### src/rtl/stkptr_pkg.sv
`timescale 1ns/1ps
package stkptr_pkg;

   typedef enum logic [2:0] {
      SP_IDLE,
      SP_PUSH,
      SP_POP,
      SP_CALL,
      SP_RET,
      SP_WRLO,
      SP_WRHI
   } sp_op_e;

   localparam int unsigned DATA_STEP  = 1;
   localparam int unsigned RADDR_STEP = 2;
   localparam int unsigned BYTE_W     = 8;

endpackage

### src/rtl/stkptr_opdec.sv
`timescale 1ns/1ps
module stkptr_opdec
   import stkptr_pkg::*;
(
   input  logic   push_i,
   input  logic   pop_i,
   input  logic   call_i,
   input  logic   ret_i,
   input  logic   wr_i,
   input  logic   sel_i,
   output sp_op_e op_o,
   output logic   clash_o
);

   logic [2:0] n_req;

   always_comb begin
      n_req   = 3'(push_i) + 3'(pop_i) + 3'(call_i) + 3'(ret_i) + 3'(wr_i);
      clash_o = (n_req > 3'd1);
      op_o    = SP_IDLE;
      if (!clash_o) begin
         if (push_i)      op_o = SP_PUSH;
         else if (pop_i)  op_o = SP_POP;
         else if (call_i) op_o = SP_CALL;
         else if (ret_i)  op_o = SP_RET;
         else if (wr_i)   op_o = sel_i ? SP_WRHI : SP_WRLO;
      end
   end

endmodule

### src/rtl/stkptr_step.sv
`timescale 1ns/1ps
module stkptr_step
   import stkptr_pkg::*;
#(
   parameter int unsigned W = 10
) (
   input  logic [W-1:0] cur_i,
   input  sp_op_e       op_i,
   input  logic [7:0]   wdata_i,
   output logic [W-1:0] nxt_o,
   output logic [W-1:0] acc_o
);

   localparam logic [W-1:0] DSTEP = W'(DATA_STEP);
   localparam logic [W-1:0] RSTEP = W'(RADDR_STEP);

   logic [W-1:0] lo_wr;
   logic [W-1:0] hi_wr;

   generate
      if (W > BYTE_W) begin : g_two_byte
         assign lo_wr = {cur_i[W-1:BYTE_W], wdata_i};
         assign hi_wr = {wdata_i[W-BYTE_W-1:0], cur_i[BYTE_W-1:0]};
      end else begin : g_one_byte
         assign lo_wr = wdata_i;
         assign hi_wr = cur_i;
      end
   endgenerate

   always_comb begin
      nxt_o = cur_i;
      acc_o = cur_i;
      case (op_i)
         SP_PUSH: nxt_o = cur_i - DSTEP;
         SP_POP: begin
            nxt_o = cur_i + DSTEP;
            acc_o = cur_i + DSTEP;
         end
         SP_CALL: nxt_o = cur_i - RSTEP;
         SP_RET: begin
            nxt_o = cur_i + RSTEP;
            acc_o = cur_i + DSTEP;
         end
         SP_WRLO: nxt_o = lo_wr;
         SP_WRHI: nxt_o = hi_wr;
         default: nxt_o = cur_i;
      endcase
   end

endmodule

### src/rtl/stkptr_rdmux.sv
`timescale 1ns/1ps
module stkptr_rdmux #(
   parameter int unsigned W = 10
) (
   input  logic [W-1:0] sp_i,
   input  logic         sel_i,
   output logic [7:0]   rdata_o
);

   logic [7:0] hi_byte;

   generate
      if (W > 8) begin : g_hi
         logic [15:0] ext;
         assign ext     = 16'(sp_i);
         assign hi_byte = ext[15:8];
      end else begin : g_no_hi
         assign hi_byte = 8'h00;
      end
   endgenerate

   assign rdata_o = sel_i ? hi_byte : sp_i[7:0];

endmodule

### src/rtl/stkptr_unit.sv
`timescale 1ns/1ps
module stkptr_unit
   import stkptr_pkg::*;
#(
   parameter int unsigned ADDR_W   = 10,
   parameter int unsigned TOP_ADDR = 'h2FF
) (
   input  logic              clk,
   input  logic              rst_n,
   input  logic              push_i,
   input  logic              pop_i,
   input  logic              call_i,
   input  logic              ret_i,
   input  logic              reg_sel_i,
   input  logic              reg_wr_i,
   input  logic [7:0]        reg_wdata_i,
   output logic [7:0]        reg_rdata_o,
   output logic [ADDR_W-1:0] sp_o,
   output logic [ADDR_W-1:0] acc_addr_o,
   output logic              clash_o
);

   localparam logic [ADDR_W-1:0] RST_SP = ADDR_W'(TOP_ADDR);
   localparam logic [ADDR_W-1:0] ONE    = ADDR_W'(1);
   localparam logic [ADDR_W-1:0] TWO    = ADDR_W'(2);

   generate
      if (ADDR_W < 8 || ADDR_W > 16) begin : g_bad_width
         $error("stkptr_unit: ADDR_W must lie in 8..16");
      end
      if (TOP_ADDR >= (1 << ADDR_W)) begin : g_bad_top
         $error("stkptr_unit: TOP_ADDR does not fit in ADDR_W bits");
      end
   endgenerate

   sp_op_e            op;
   logic              clash;
   logic [ADDR_W-1:0] sp_q;
   logic [ADDR_W-1:0] sp_nxt;
   logic              clash_q;

   stkptr_opdec u_dec (
      .push_i (push_i),
      .pop_i  (pop_i),
      .call_i (call_i),
      .ret_i  (ret_i),
      .wr_i   (reg_wr_i),
      .sel_i  (reg_sel_i),
      .op_o   (op),
      .clash_o(clash)
   );

   stkptr_step #(.W(ADDR_W)) u_step (
      .cur_i  (sp_q),
      .op_i   (op),
      .wdata_i(reg_wdata_i),
      .nxt_o  (sp_nxt),
      .acc_o  (acc_addr_o)
   );

   stkptr_rdmux #(.W(ADDR_W)) u_rd (
      .sp_i   (sp_q),
      .sel_i  (reg_sel_i),
      .rdata_o(reg_rdata_o)
   );

   always_ff @(posedge clk) begin
      if (!rst_n) begin
         sp_q    <= RST_SP;
         clash_q <= 1'b0;
      end else begin
         if (!clash) sp_q <= sp_nxt;
         clash_q <= clash;
      end
   end

   assign sp_o    = sp_q;
   assign clash_o = clash_q;

   logic only_push, only_pop, only_call, only_ret, only_wr, multi;
   assign only_push = push_i & ~pop_i & ~call_i & ~ret_i & ~reg_wr_i;
   assign only_pop  = ~push_i & pop_i & ~call_i & ~ret_i & ~reg_wr_i;
   assign only_call = ~push_i & ~pop_i & call_i & ~ret_i & ~reg_wr_i;
   assign only_ret  = ~push_i & ~pop_i & ~call_i & ret_i & ~reg_wr_i;
   assign only_wr   = ~push_i & ~pop_i & ~call_i & ~ret_i & reg_wr_i;
   assign multi     = $countones({push_i, pop_i, call_i, ret_i, reg_wr_i}) > 1;

   AST_RESET_TOP: assert property (@(posedge clk)
      !rst_n |=> (sp_o == RST_SP && !clash_o));
   AST_PUSH_DEC: assert property (@(posedge clk) disable iff (!rst_n)
      only_push |=> sp_o == $past(sp_o) - ONE);
   AST_PUSH_ADDR: assert property (@(posedge clk) disable iff (!rst_n)
      only_push |-> acc_addr_o == sp_o);
   AST_POP_INC: assert property (@(posedge clk) disable iff (!rst_n)
      only_pop |=> sp_o == $past(sp_o) + ONE);
   AST_POP_ADDR: assert property (@(posedge clk) disable iff (!rst_n)
      only_pop |-> acc_addr_o == sp_o + ONE);
   AST_CALL_DEC: assert property (@(posedge clk) disable iff (!rst_n)
      only_call |=> sp_o == $past(sp_o) - TWO);
   AST_RET_INC: assert property (@(posedge clk) disable iff (!rst_n)
      only_ret |=> sp_o == $past(sp_o) + TWO);
   AST_CLASH_FLAG: assert property (@(posedge clk) disable iff (!rst_n)
      multi |=> clash_o);
   AST_CLASH_HOLD: assert property (@(posedge clk) disable iff (!rst_n)
      clash_o |-> sp_o == $past(sp_o));

   generate
      if (ADDR_W > 8) begin : g_chk_two
         AST_LO_KEEPS_HI: assert property (@(posedge clk) disable iff (!rst_n)
            (only_wr && !reg_sel_i) |=> sp_o[ADDR_W-1:8] == $past(sp_o[ADDR_W-1:8]));
         AST_HI_KEEPS_LO: assert property (@(posedge clk) disable iff (!rst_n)
            (only_wr && reg_sel_i) |=> sp_o[7:0] == $past(sp_o[7:0]));
      end else begin : g_chk_one
         AST_NO_HI_REG: assert property (@(posedge clk) disable iff (!rst_n)
            (only_wr && reg_sel_i) |=> $stable(sp_o));
      end
   endgenerate

endmodule

### config.mk
export PLATFORM = sky130hd
export DESIGN_NAME = stkptr_unit
export DESIGN_NICKNAME = d
export VERILOG_FILES = /design/src/rtl/stkptr_pkg.sv /design/src/rtl/stkptr_opdec.sv /design/src/rtl/stkptr_step.sv /design/src/rtl/stkptr_rdmux.sv /design/src/rtl/stkptr_unit.sv
export SDC_FILE = /design/constraint.sdc
export NUM_CORES = 1
export LEC_CHECK = 0
export ABC_AREA = 1
export BUFFER_PORTS_ARGS = -buffer_cell sky130_fd_sc_hd__buf_2
export CELL_PAD_IN_SITES_DETAIL_PLACEMENT = 1
export CELL_PAD_IN_SITES_GLOBAL_PLACEMENT = 2
export CORE_MARGIN = 4
export CORE_UTILIZATION = 25
export CTS_CLUSTER_SIZE = 30
export DETAILED_ROUTE_END_ITERATION = 10
export PLACE_DENSITY = 0.76
export SETUP_SLACK_MARGIN = 0.2
export SLEW_MARGIN = 25
export SYNTH_ARGS = -nofsm -noshare
export SYNTH_HDL_FRONTEND = slang
export SYNTH_SLANG_ARGS = --single-unit
### constraint.sdc
create_clock -name clk -period 3.32 [get_ports clk]
set_input_delay 0.498 -clock clk [delete_from_list [all_inputs] [get_ports clk]]
set_output_delay 0.498 -clock clk [all_outputs]
set_load 0.1 [all_outputs]
==> results_dict.tcl <==
set metrics [dict create \
    hp-start "reg_wdata_i[2]" \
    root_buffer "clkbuf_8" \
    setup_violations 15 \
    fmax_mhz 280 \
    startpoint_type "input pin" \
    crit-reg2reg-capture "sp_o[9]$_SDFFE_PN1P_" \
    clkTransAtPathRegs_ns 0.06 \
    drc 0 \
    wirelength_mm 8.72 \
    rr_worst_depth 12 \
    crit_path_top_delay_cell "fa_2" \
    grt_usage 0.197 \
    layout_commonest_cell "nand2_1" \
    antennaDiodeCount 0 \
    synth.distinct_cells 36 \
    cts_sinks 11 \
    cp.required_ns 2.82 \
    whs_path_depth 5 \
    clk_latency_ns 0.26 \
    viasPerCell 4.87 \
    htreeDepth 1 \
    min_path_type "input pin to flip-flop" \
    io_pins 45 \
    path_cells "buf_8 -> ha_4 -> inv_2 -> fa_1 -> nor2_2 -> fa_2 -> nor2_8 -> nand2_4 -> buf_6 -> nor2_4 -> nand3_4 -> nand2_8 -> inv_6 -> o21ai_4 -> buf_12" \
    drv_cap 0 \
    first_global_vias 2563 \
    syn_area_mm2 0.00189 \
    fin_ws_ns -0.255 \
    hold_viol_final 0 \
    ys_ff_latch 11 \
    worst-setup-path-type "input pin to primary output" \
    core_area_mm2 0.00729 \
    cts_tree "done" \
    worst_slew_pin_slew_ns 0.491 \
    antenna_found_initial 0 \
    vias 2470 \
    hold_end "sp_o[2]$_SDFFE_PN1P_" \
    fp.dieW_um 95.0 \
    gp_congestion 0.865 \
    synthCells 322 \
    worst-path-buf-inv 5 \
    rsz0062_at_grt "yes" \
    critPathCaptureType "primary output" \
    finalSetupTns_ns -2.94 \
    rows 31 \
    arrival_ns 3.08 \
    status "finished, violations left" \
    drv_slew 0 \
    dieArea_mm2 0.00903 \
    fill_cells 964 \
    hpwlAfterDp_mm 6.04 \
    ant_nets 0 \
    holdWs_ns 0.566 \
    r2r_slack_ns 1.00 \
    grt_pass1_wl_mm 13.6 \
    initial_core_util 0.260 \
    avgRoutedWirePerCell_um 17.2 \
    yosysWarnings 0 \
    io_buffers 44 \
    fin_skew_ns 0.00722 \
    r2r-start "sp_o[2]$_SDFFE_PN1P_" \
    layout-drive-gt1-share 0.431 \
    fin_crit_ns 3.57 \
    critPathTopFamily "adder cells" \
    area_growth_pct 71.3 \
    drt_iter0_markers 100 \
    syn_nets 351 \
    path_max_fanout 8 \
    grt_overflow 0 \
    ir_drop_uv 407 \
    leakagePower_nw 1.56 \
    final_cell_mix "79 x nand2_1, 43 x inv_1, 32 x buf_2" \
    clk_path_buf_depth 2 \
    avgSynthCellArea_um2 5.88 \
    powerDensity_mw_per_mm2 725 \
    die_h_um 95.0 \
    layout.nets 438 \
    post-route-period-util 1.08 \
    crit_path_max_incr_delay_ns 0.48 \
    dr.pass1.iters 4 \
    violations "setup timing" \
    cts_buffers 3 \
    grt_start_max_net_pins 13 \
    yosysSeqAreaShare 0.116 \
    slew_headroom 0.675 \
]
## synthesized netlist by cell type (all sizes together)
library cell / n / share of area
a211oi: 1 / 0.0040
a21boi: 1 / 0.0040
a21oi: 8 / 0.021
a31oi: 1 / 0.0033
buf: 3 / 0.017
clkbuf: 3 / 0.0059
clkinv: 2 / 0.0040
dfxtp: 11 / 0.12
fa: 3 / 0.032
ha: 10 / 0.066
inv: 54 / 0.11
nand2: 104 / 0.22
nand3: 29 / 0.095
nand3b: 2 / 0.0079
nand4: 15 / 0.050
nor2: 31 / 0.099
nor3: 3 / 0.011
o211ai: 1 / 0.0040
o21a: 1 / 0.0040
o21ai: 27 / 0.073
or2: 1 / 0.0033
xnor2: 2 / 0.0092
xor2: 9 / 0.042
## repair_timing
action / 4_1_cts / 5_1_grt
resized for setup: 42 / 29
cloned: 3 / 0
setup buffers: 5 / 7
pin swaps: 31 / 20
setup endpoints to repair: 20 / 20
hold endpoints to repair: 0 / 0
hold buffers: 0 / 0
## how the worst max path moves through the flow
stage	start	endpoint	slack, ns	cells after the start
after detailed placement	pop_i	sp_o[8]$_SDFFE_PN0P_	-0.51	18
after global routing	push_i	acc_addr_o[9]	-0.41	15
after floorplan	pop_i	acc_addr_o[9]	-0.28	12
final	push_i	acc_addr_o[9]	-0.25	15
after CTS	push_i	acc_addr_o[9]	-0.31	15
after global placement	push_i	sp_o[9]$_SDFFE_PN1P_	-0.40	23
## sequential cells by signal, summed over array words and instances, names as in the netlist
signal	cells
clash_o	1
sp_o	10
## layout make-up
class / count / area (um2) / area share
sequential: 11 / 220 / 0.0679
multi-input combinational: 252 / 1860 / 0.572
timing repair buffer: 85 / 778 / 0.240
inverter: 56 / 220 / 0.0679
tap: 99 / 124 / 0.0382
clock buffer: 4 / 45.0 / 0.0139
## worst register-to-register path: stages, from the launching register on
cell and delay (ns):
dfxtp_1 0.51, clkinv_1 0.43, fa_2 0.53, inv_2 0.10, nand2_2 0.07, nand3_2 0.08
nand2_1 0.09, nand2_2 0.09, nand3_1 0.07, nand3_1 0.09, nand2_1 0.06, nand2_1 0.06
nand2_1 0.04
## cell families (layout without fill, tap and decap cells)
family / after synthesis / after routing / share of synthesized area
adder cells (fa/ha/maj): 13 / 13 / 0.0978
buffers and inverters: 62 / 145 / 0.135
AO/OA/AOI/OAI: 40 / 40 / 0.114
AND/OR/NAND/NOR: 185 / 188 / 0.486
flip-flops: 11 / 11 / 0.116
XOR/XNOR: 11 / 11 / 0.0509
## routing by layer
metal / global-route usage / vias to the layer above / share of wire
li1: - / 1210 / -
met5: 0 / - / 0
met4: 0.0613 / 0 / 0.017
met3: 0.0126 / 11 / 0.035
met2: 0.338 / 57 / 0.50
met1: 0.265 / 1192 / 0.44
## through the flow
stage	instance area, um2	setup WS [ns]	utilization	instances	power, mW
after floorplan	2070	-0.275	-	322	1.51
after global placement	2730	-0.397	0.374	488	1.97
after detailed placement	2730	-0.512	0.374	488	1.99
after CTS	3030	-0.313	0.416	500	2.27
after global routing	3240	-0.414	0.445	507	2.49
final	3240	-0.255	0.445	507	2.35
## where the power goes
part / internal, mW / total [mW] / switching (mW) / leakage (nW)
Combinational: 0.614 / 1.95 / 1.34 / 1.45
Sequential: 0.165 / 0.241 / 0.0760 / 0.0911
Clock: 0.0855 / 0.161 / 0.0757 / 0.0228
Note: power is estimated with default switching activity, not from simulation.
